`config.mk`:
```
export PLATFORM = sky130hd
export DESIGN_NAME = cct_top
export DESIGN_NICKNAME = d
export VERILOG_FILES = /design/src/rtl/cct_pkg.sv /design/src/rtl/cct_counter.sv /design/src/rtl/cct_edge_sync.sv /design/src/rtl/cct_flag_bank.sv /design/src/rtl/cct_top.sv
export SDC_FILE = /design/constraint.sdc
export NUM_CORES = 1
export LEC_CHECK = 0
export ABC_CLOCK_PERIOD_IN_PS = 4880
export CAP_MARGIN = 10
export CORE_AREA = 2 2 105 107
export CTS_CLUSTER_SIZE = 8
export DETAILED_ROUTE_END_ITERATION = 8
export DIE_AREA = 0 0 107 109
export PLACE_DENSITY = 0.91
export SLEW_MARGIN = 20
export SYNTH_ARGS = -nofsm -noshare
export SYNTH_HDL_FRONTEND = slang
export SYNTH_SLANG_ARGS = --single-unit
```
`constraint.sdc`:
```
create_clock -name clk -period 4.88 [get_ports clk]
set_input_delay 0.976 -clock clk [delete_from_list [all_inputs] [get_ports clk]]
set_output_delay 0.976 -clock clk [all_outputs]
set_load 0.05 [all_outputs]
```
`src/rtl/cct_pkg.sv`:
```
// Package: register map and shared constants of the capture/compare timer.
// Assumes a 3-bit word address on the register bus.
package cct_pkg;
    localparam int ADDR_W  = 3;
    localparam int NSLOT   = 4;
    localparam int CTRL_W  = 2 * NSLOT;
    localparam logic [ADDR_W-1:0] A_CTRL = 3'd0;
    localparam logic [ADDR_W-1:0] A_STAT = 3'd1;
    localparam logic [ADDR_W-1:0] A_CNT  = 3'd2;
    // general registers occupy addresses 4..7: bit 2 set, low bits = slot
endpackage

```
`src/rtl/cct_counter.sv`:
```
// Module: free-running up counter with a synchronous load.
// Assumes the load has priority over counting in the same cycle.
module cct_counter #(
    parameter int W = 16
) (
    input  logic         clk,
    input  logic         rst_n,
    input  logic         en,
    input  logic         load,
    input  logic [W-1:0] load_val,
    output logic [W-1:0] count
);
    // count register: load wins, else advance on enable
    always_ff @(posedge clk) begin
        if (!rst_n)
            count <= '0;
        else if (load)
            count <= load_val;
        else if (en)
            count <= count + 1'b1;
    end
endmodule

```
`src/rtl/cct_edge_sync.sv`:
```
// Module: synchronizer chain followed by a rising-edge detector.
// Assumes STAGES >= 2. rise is a one-cycle pulse.
module cct_edge_sync #(
    parameter int STAGES = 2
) (
    input  logic clk,
    input  logic rst_n,
    input  logic din,
    output logic rise
);
    logic [STAGES-1:0] chain_q;
    logic              last_q;

    // shift the asynchronous input through the chain, remember last value
    always_ff @(posedge clk) begin
        if (!rst_n) begin
            chain_q <= '0;
            last_q  <= 1'b0;
        end else begin
            chain_q <= {chain_q[STAGES-2:0], din};
            last_q  <= chain_q[STAGES-1];
        end
    end

    assign rise = chain_q[STAGES-1] & ~last_q;
endmodule

```
`src/rtl/cct_flag_bank.sv`:
```
// Module: event flags with read-arm latches and two clear paths.
// Assumes rd_stb/wr_stb are status-register accesses of one cycle.
// Slots at or above NLIVE are reserved and tied to 0.
module cct_flag_bank #(
    parameter int NSLOT = 4,
    parameter int NLIVE = 4
) (
    input  logic             clk,
    input  logic             rst_n,
    input  logic [NSLOT-1:0] set_evt,
    input  logic             rd_stb,
    input  logic             wr_stb,
    input  logic [NSLOT-1:0] wr_bits,
    input  logic [NSLOT-1:0] ack,
    input  logic             disel,
    output logic [NSLOT-1:0] flags,
    output logic [NSLOT-1:0] arm
);
    for (genvar i = 0; i < NSLOT; i++) begin : g_slot
        if (i < NLIVE) begin : g_live
            logic flag_q;
            logic arm_q;
            logic clr;

            assign clr = (wr_stb && !wr_bits[i] && arm_q) || (ack[i] && !disel);

            // flag: a set event beats any clear in the same cycle
            always_ff @(posedge clk) begin
                if (!rst_n)
                    flag_q <= 1'b0;
                else if (set_evt[i])
                    flag_q <= 1'b1;
                else if (clr)
                    flag_q <= 1'b0;
            end

            // arm latch: loaded by a status read, consumed by a status write
            always_ff @(posedge clk) begin
                if (!rst_n)
                    arm_q <= 1'b0;
                else if (wr_stb)
                    arm_q <= 1'b0;
                else if (rd_stb)
                    arm_q <= flag_q;
            end

            assign flags[i] = flag_q;
            assign arm[i]   = arm_q;
        end else begin : g_rsvd
            logic unused_bits;
            assign unused_bits = ^{set_evt[i], wr_bits[i], ack[i]};
            assign flags[i]    = 1'b0;
            assign arm[i]      = 1'b0;
        end
    end
endmodule

```
`src/rtl/cct_top.sv`:
```
// Module: one timer channel. It has a counter, general registers A..D
// (capture or compare), event flags, interrupt lines and register access.
// Assumes bus_rdata is read combinationally in the access cycle, and W >= 8.
module cct_top
    import cct_pkg::*;
#(
    parameter int W            = 16,
    parameter bit FULL_CHANNEL = 1'b1,
    parameter int SYNC_STAGES  = 2
) (
    input  logic              clk,
    input  logic              rst_n,
    input  logic              cnt_en,
    input  logic [NSLOT-1:0]  cap_in,
    input  logic              bus_sel,
    input  logic              bus_wr,
    input  logic [ADDR_W-1:0] bus_addr,
    input  logic [W-1:0]      bus_wdata,
    output logic [W-1:0]      bus_rdata,
    input  logic [NSLOT-1:0]  xfer_ack,
    input  logic              xfer_disel,
    output logic [NSLOT-1:0]  irq
);
    localparam int NREG = FULL_CHANNEL ? NSLOT : 2;

    logic              acc_rd, acc_wr, stat_rd, stat_wr, cnt_ld;
    logic [CTRL_W-1:0] ctrl_q;
    logic [NSLOT-1:0]  mode_cap, irq_en;
    logic [W-1:0]      count;
    logic [NSLOT-1:0]  cap_rise, set_evt, flag_vec, arm_vec;
    logic [W-1:0]      gr_vec [NSLOT];

    assign acc_rd   = bus_sel && !bus_wr;
    assign acc_wr   = bus_sel && bus_wr;
    assign stat_rd  = acc_rd && (bus_addr == A_STAT);
    assign stat_wr  = acc_wr && (bus_addr == A_STAT);
    assign cnt_ld   = acc_wr && (bus_addr == A_CNT);
    assign mode_cap = ctrl_q[NSLOT-1:0];
    assign irq_en   = ctrl_q[CTRL_W-1:NSLOT];

    // control register: mode select and interrupt enables
    always_ff @(posedge clk) begin
        if (!rst_n)
            ctrl_q <= '0;
        else if (acc_wr && (bus_addr == A_CTRL))
            ctrl_q <= bus_wdata[CTRL_W-1:0];
    end

    cct_counter #(.W(W)) u_cnt (
        .clk      (clk),
        .rst_n    (rst_n),
        .en       (cnt_en),
        .load     (cnt_ld),
        .load_val (bus_wdata),
        .count    (count)
    );

    for (genvar i = 0; i < NSLOT; i++) begin : g_reg
        if (i < NREG) begin : g_live
            logic [W-1:0] gr_q;
            logic         gr_wr;

            cct_edge_sync #(.STAGES(SYNC_STAGES)) u_sync (
                .clk   (clk),
                .rst_n (rst_n),
                .din   (cap_in[i]),
                .rise  (cap_rise[i])
            );

            assign gr_wr = acc_wr && bus_addr[2] && (bus_addr[1:0] == 2'(i));

            // general register: capture has priority over a bus write
            always_ff @(posedge clk) begin
                if (!rst_n)
                    gr_q <= '0;
                else if (mode_cap[i] && cap_rise[i])
                    gr_q <= count;
                else if (gr_wr)
                    gr_q <= bus_wdata;
            end

            assign gr_vec[i]  = gr_q;
            assign set_evt[i] = mode_cap[i] ? cap_rise[i]
                                            : (cnt_en && (count == gr_q));
        end else begin : g_rsvd
            logic unused_pin;
            assign unused_pin  = cap_in[i];
            assign cap_rise[i] = 1'b0;
            assign gr_vec[i]   = '0;
            assign set_evt[i]  = 1'b0;
        end
    end

    cct_flag_bank #(.NSLOT(NSLOT), .NLIVE(NREG)) u_flags (
        .clk     (clk),
        .rst_n   (rst_n),
        .set_evt (set_evt),
        .rd_stb  (stat_rd),
        .wr_stb  (stat_wr),
        .wr_bits (bus_wdata[NSLOT-1:0]),
        .ack     (xfer_ack),
        .disel   (xfer_disel),
        .flags   (flag_vec),
        .arm     (arm_vec)
    );

    assign irq = flag_vec & irq_en;

    // read multiplexer over the register map
    always_comb begin
        bus_rdata = '0;
        if (bus_addr[2])
            bus_rdata = gr_vec[bus_addr[1:0]];
        else if (bus_addr == A_CTRL)
            bus_rdata = {{(W-CTRL_W){1'b0}}, ctrl_q};
        else if (bus_addr == A_STAT)
            bus_rdata = {{(W-NSLOT){1'b0}}, flag_vec};
        else if (bus_addr == A_CNT)
            bus_rdata = count;
    end
endmodule

```
==> impl_metrics.csv <==
group,metric,value,unit
status,outcome,"complete, no violations",
power,p_clk_share,34.2,%
yosys,seq_area_frac_synth,34.7,%
timing,fmax,242,MHz
timing,fin_crit_sh,84.7,%
setup_path,rr_startpoint,"u_cnt.count[0]",
hold_path,min_path_cells,1,
power,power_leakage,0.00315,µW
die,core_area,0.0106,mm²
timing,setup_viol,0,
yosys,async_flop_share,0,%
yosys,syn_inst,668,
power,power.internal,1300,µW
placed_design,dpl_cell_area,0.00667,mm²
global_routing,grtUsageTotal,31.8,%
setup_path,cp_max_fo,17,
cts,cts_root_buf,"clkbuf_8",
global_routing,grt_pass1_vias,5228,
cells_and_area,final_common_cell,"dfxtp_1",
hold_path,hold_start,"g_reg[2].g_live.u_sync.chain_q[0]",
timing,skew,0.00692,ns
cts,cts_setup_buffers,0,
cells_and_area,area_growth,10.7,%
cts,cts_inserted_buffers,9,
yosys,ys_types,46,
yosys,syn_avg_cell_area,9.32,µm²
detailed_routing,first_pass_iters,5,
timing,period_needed,4.13,ns
setup_path,cp_top_family,"buffers and inverters",
die,die_w,107,µm
timing,slew_viol_final,0,
detailed_routing,wire_per_inst,21.9,µm
power,power_density,263,mW/mm²
timing,relSlewSlack,31.0,%
setup_path,start_kind,"input pin",
global_routing,grt_max_degree,81,
setup_path,rr_endpoint,"u_cnt.count[12]",
setup_path,r2r_slack,2.69,ns
power,seq_power_share,52.3,%
detailed_routing,routed_wl,18.0,mm
hold_path,worstHoldEndpoint,"g_reg[2].g_live.u_sync.chain_q[1]",
power,ir_worst_vdd,123,µV
setup_path,path_class,"input pin to output pin",
setup_path,reg2regPathDepth,5,
die,start_util,58.7,%
detailed_routing,vias,5399,
yosys,syn_nets,702,
cells_and_area,mostFrequentLayoutCells,"dfxtp_1, nor2_1, mux2i_1",
cells_and_area,drive_gt1_share,10.4,%
timing,worst_pin_slew,1.03,ns
cells_and_area,nets,712,
die,dieHeight,109,µm
power,power_switching,513,µW
cells_and_area,diodes,0,
yosys,syn-cell-area,0.00623,mm²
timing,tns,0,ns
yosys,synth_edf_count,0,
cts,cts_tree,"done",
setup_path,end_kind,"output pin",
placed_design,dp_slack,0.774,ns
setup_path,critPathMostFrequentCell,"clkdlybuf4s50_1",
cts,hold_buffers,0,
yosys,synthFlopType,"dfxtp_1",
detailed_routing,route.detailed.drc,0,
power,switching_share,28.2,%
global_routing,gr-total-overflow,0,
timing,hold_viol_final,0,
die,pin_count,53,
cts,htreeDepth,3,
hold_path,hold_class,"register to register",
job,cap_violations,0,
die,fp-row-count,38,
yosys,ys_ff_latch,108,
cts,ctsResizeCount,0,
yosys,ys_warn_count,0,
cells_and_area,nFillCells,826,
detailed_routing,ant_nets,0,
placed_design,dp_hpwl,11.9,mm
cts,clock-sinks,108,
timing,grt_setup_unrepaired,"no",
setup_path,max_stage_delay,1.09,ns
detailed_routing,vias_per_cell,6.56,
setup_path,worst-endpoint-required,3.90,ns
setup_path,path_cells,"clkdlybuf4s50_1 > a211oi_1 > a21oi_1 > clkdlybuf4s50_1",
placed_design,port_buffers,52,
power,comb_power_share,13.5,%
cells_and_area,fin_area,0.00690,mm²
global_routing,antenna_found_initial,0,
global_routing,grt_pass1_wl,28.3,mm
timing,layout_setup_ws,0.748,ns
die,dieArea,0.0117,mm²
setup_path,path_buf_inv,2,
detailed_routing,drt_iter0_markers,466,
placed_design,gp_congestion,0.959,
cts,insertion_delay,0.39,ns
setup_path,worst_path_max_delay_cell,"clkdlybuf4s50_1",
cts,path_clk_slew,0.10,ns
cts,cts_buffer_depth,2,
setup_path,arrival,3.16,ns
==> registers in the layout, summed over array words and instances, names as in the netlist <==
| name | flops |
|---|---|
| u_flags.g_slot.g_live.flag_q | 4 |
| u_flags.g_slot.g_live.arm_q | 4 |
| g.g_live.u_sync.chain_q | 8 |
| g.g_live.gr_q | 64 |
| ctrl_q | 8 |
| g.g_live.u_sync.last_q | 4 |
| u_cnt.count | 16 |
==> stage by stage <==
| step | total power, µW | hold slack [ns] | util (%) | instances |
|---|---|---|---|---|
| after global placement | 1200 | 0.416 | 62.9 | 807 |
| after detailed placement | 1210 | 0.421 | 62.9 | 807 |
| after floorplan | 1110 | 0.412 | - | 668 |
| after global routing | 1870 | 0.459 | 65.0 | 823 |
| final | 1820 | 0.444 | 65.0 | 823 |
| after CTS | 1810 | 0.449 | 65.0 | 823 |
==> layer usage <==
layer / up-vias / wire length (µm) / global-route usage [%]
met3: 79 / 1520 / 5.26
met1: 2590 / 7140 / 40.5
met5: - / 0 / 0
li1: 2428 / - / -
met4: 0 / 974 / 19.0
met2: 302 / 8390 / 51.1
==> worst max-delay path by stage <==
stage	cells after the start	end	start
2_1_floorplan	4	bus_rdata[4]	bus_addr[0]
3_5_place_dp	5	bus_rdata[2]	bus_addr[0]
6_report	4	bus_rdata[2]	bus_addr[2]
5_1_grt	5	bus_rdata[1]	bus_addr[0]
3_3_place_gp	5	bus_rdata[0]	bus_addr[0]
4_1_cts	5	bus_rdata[2]	bus_addr[0]
==> cells in the mapped netlist, types with 2 or more instances <==
cell | count | area [µm²]
xnor2_1 | 14 | 123
mux4_2 | 16 | 360
o2bb2ai_1 | 4 | 35.0
nand3b_1 | 4 | 30.0
o211ai_1 | 4 | 30.0
o211a_1 | 4 | 40.0
a22o_1 | 8 | 70.1
and3_1 | 2 | 12.5
nor3_1 | 4 | 20.0
and4b_1 | 4 | 40.0
nor2_1 | 88 | 330
o21ai_2 | 3 | 26.3
buf_1 | 5 | 18.8
buf_2 | 24 | 120
mux2i_1 | 81 | 811
nand3_1 | 7 | 35.0
a31oi_1 | 2 | 12.5
a211oi_1 | 77 | 578
inv_1 | 9 | 33.8
o21ai_0 | 17 | 85.1
and4_1 | 5 | 43.8
nand4_1 | 10 | 62.6
nand2_1 | 17 | 63.8
dfxtp_1 | 108 | 2160
a21oi_1 | 6 | 30.0
clkbuf_1 | 30 | 113
xor2_1 | 62 | 543
nand2b_1 | 2 | 12.5
nor4_1 | 12 | 75.1
and2_1 | 18 | 113
buf_4 | 6 | 45.0
==> area by class of cell <==
| class | instances | area [µm²] | share of cell area (%) |
|---|---|---|---|
| clock buffer | 9 | 124 | 1.80 |
| clock inverter | 7 | 101 | 1.47 |
| inverter | 10 | 37.5 | 0.544 |
| multi-input combinational | 484 | 3720 | 53.9 |
| sequential | 108 | 2160 | 31.3 |
| tap | 140 | 175 | 2.54 |
| timing repair buffer | 65 | 578 | 8.38 |
==> cell families (layout without fill, tap and decap cells) <==
family | count (synthesis) | after routing | share of synthesized area, %
and+or+nand+nor | 183 | 183 | 15.0
AOI/OAI and AO/OA | 127 | 127 | 15.0
DFF | 108 | 108 | 34.7
muxes | 97 | 97 | 18.8
xor gates and xnor gates | 76 | 76 | 10.7
buffers and inverters | 76 | 91 | 5.58
adders and majority gates | 1 | 1 | 0.201
==> power by group through the flow <==
stage	logic, µW	registers [µW]	clock network, µW
6_report	245	951	621
5_1_grt	261	953	652
4_1_cts	240	948	617
3_5_place_dp	238	968	0
3_3_place_gp	231	966	0
2_1_floorplan	172	942	0
Power figures use the tool's default switching activity.
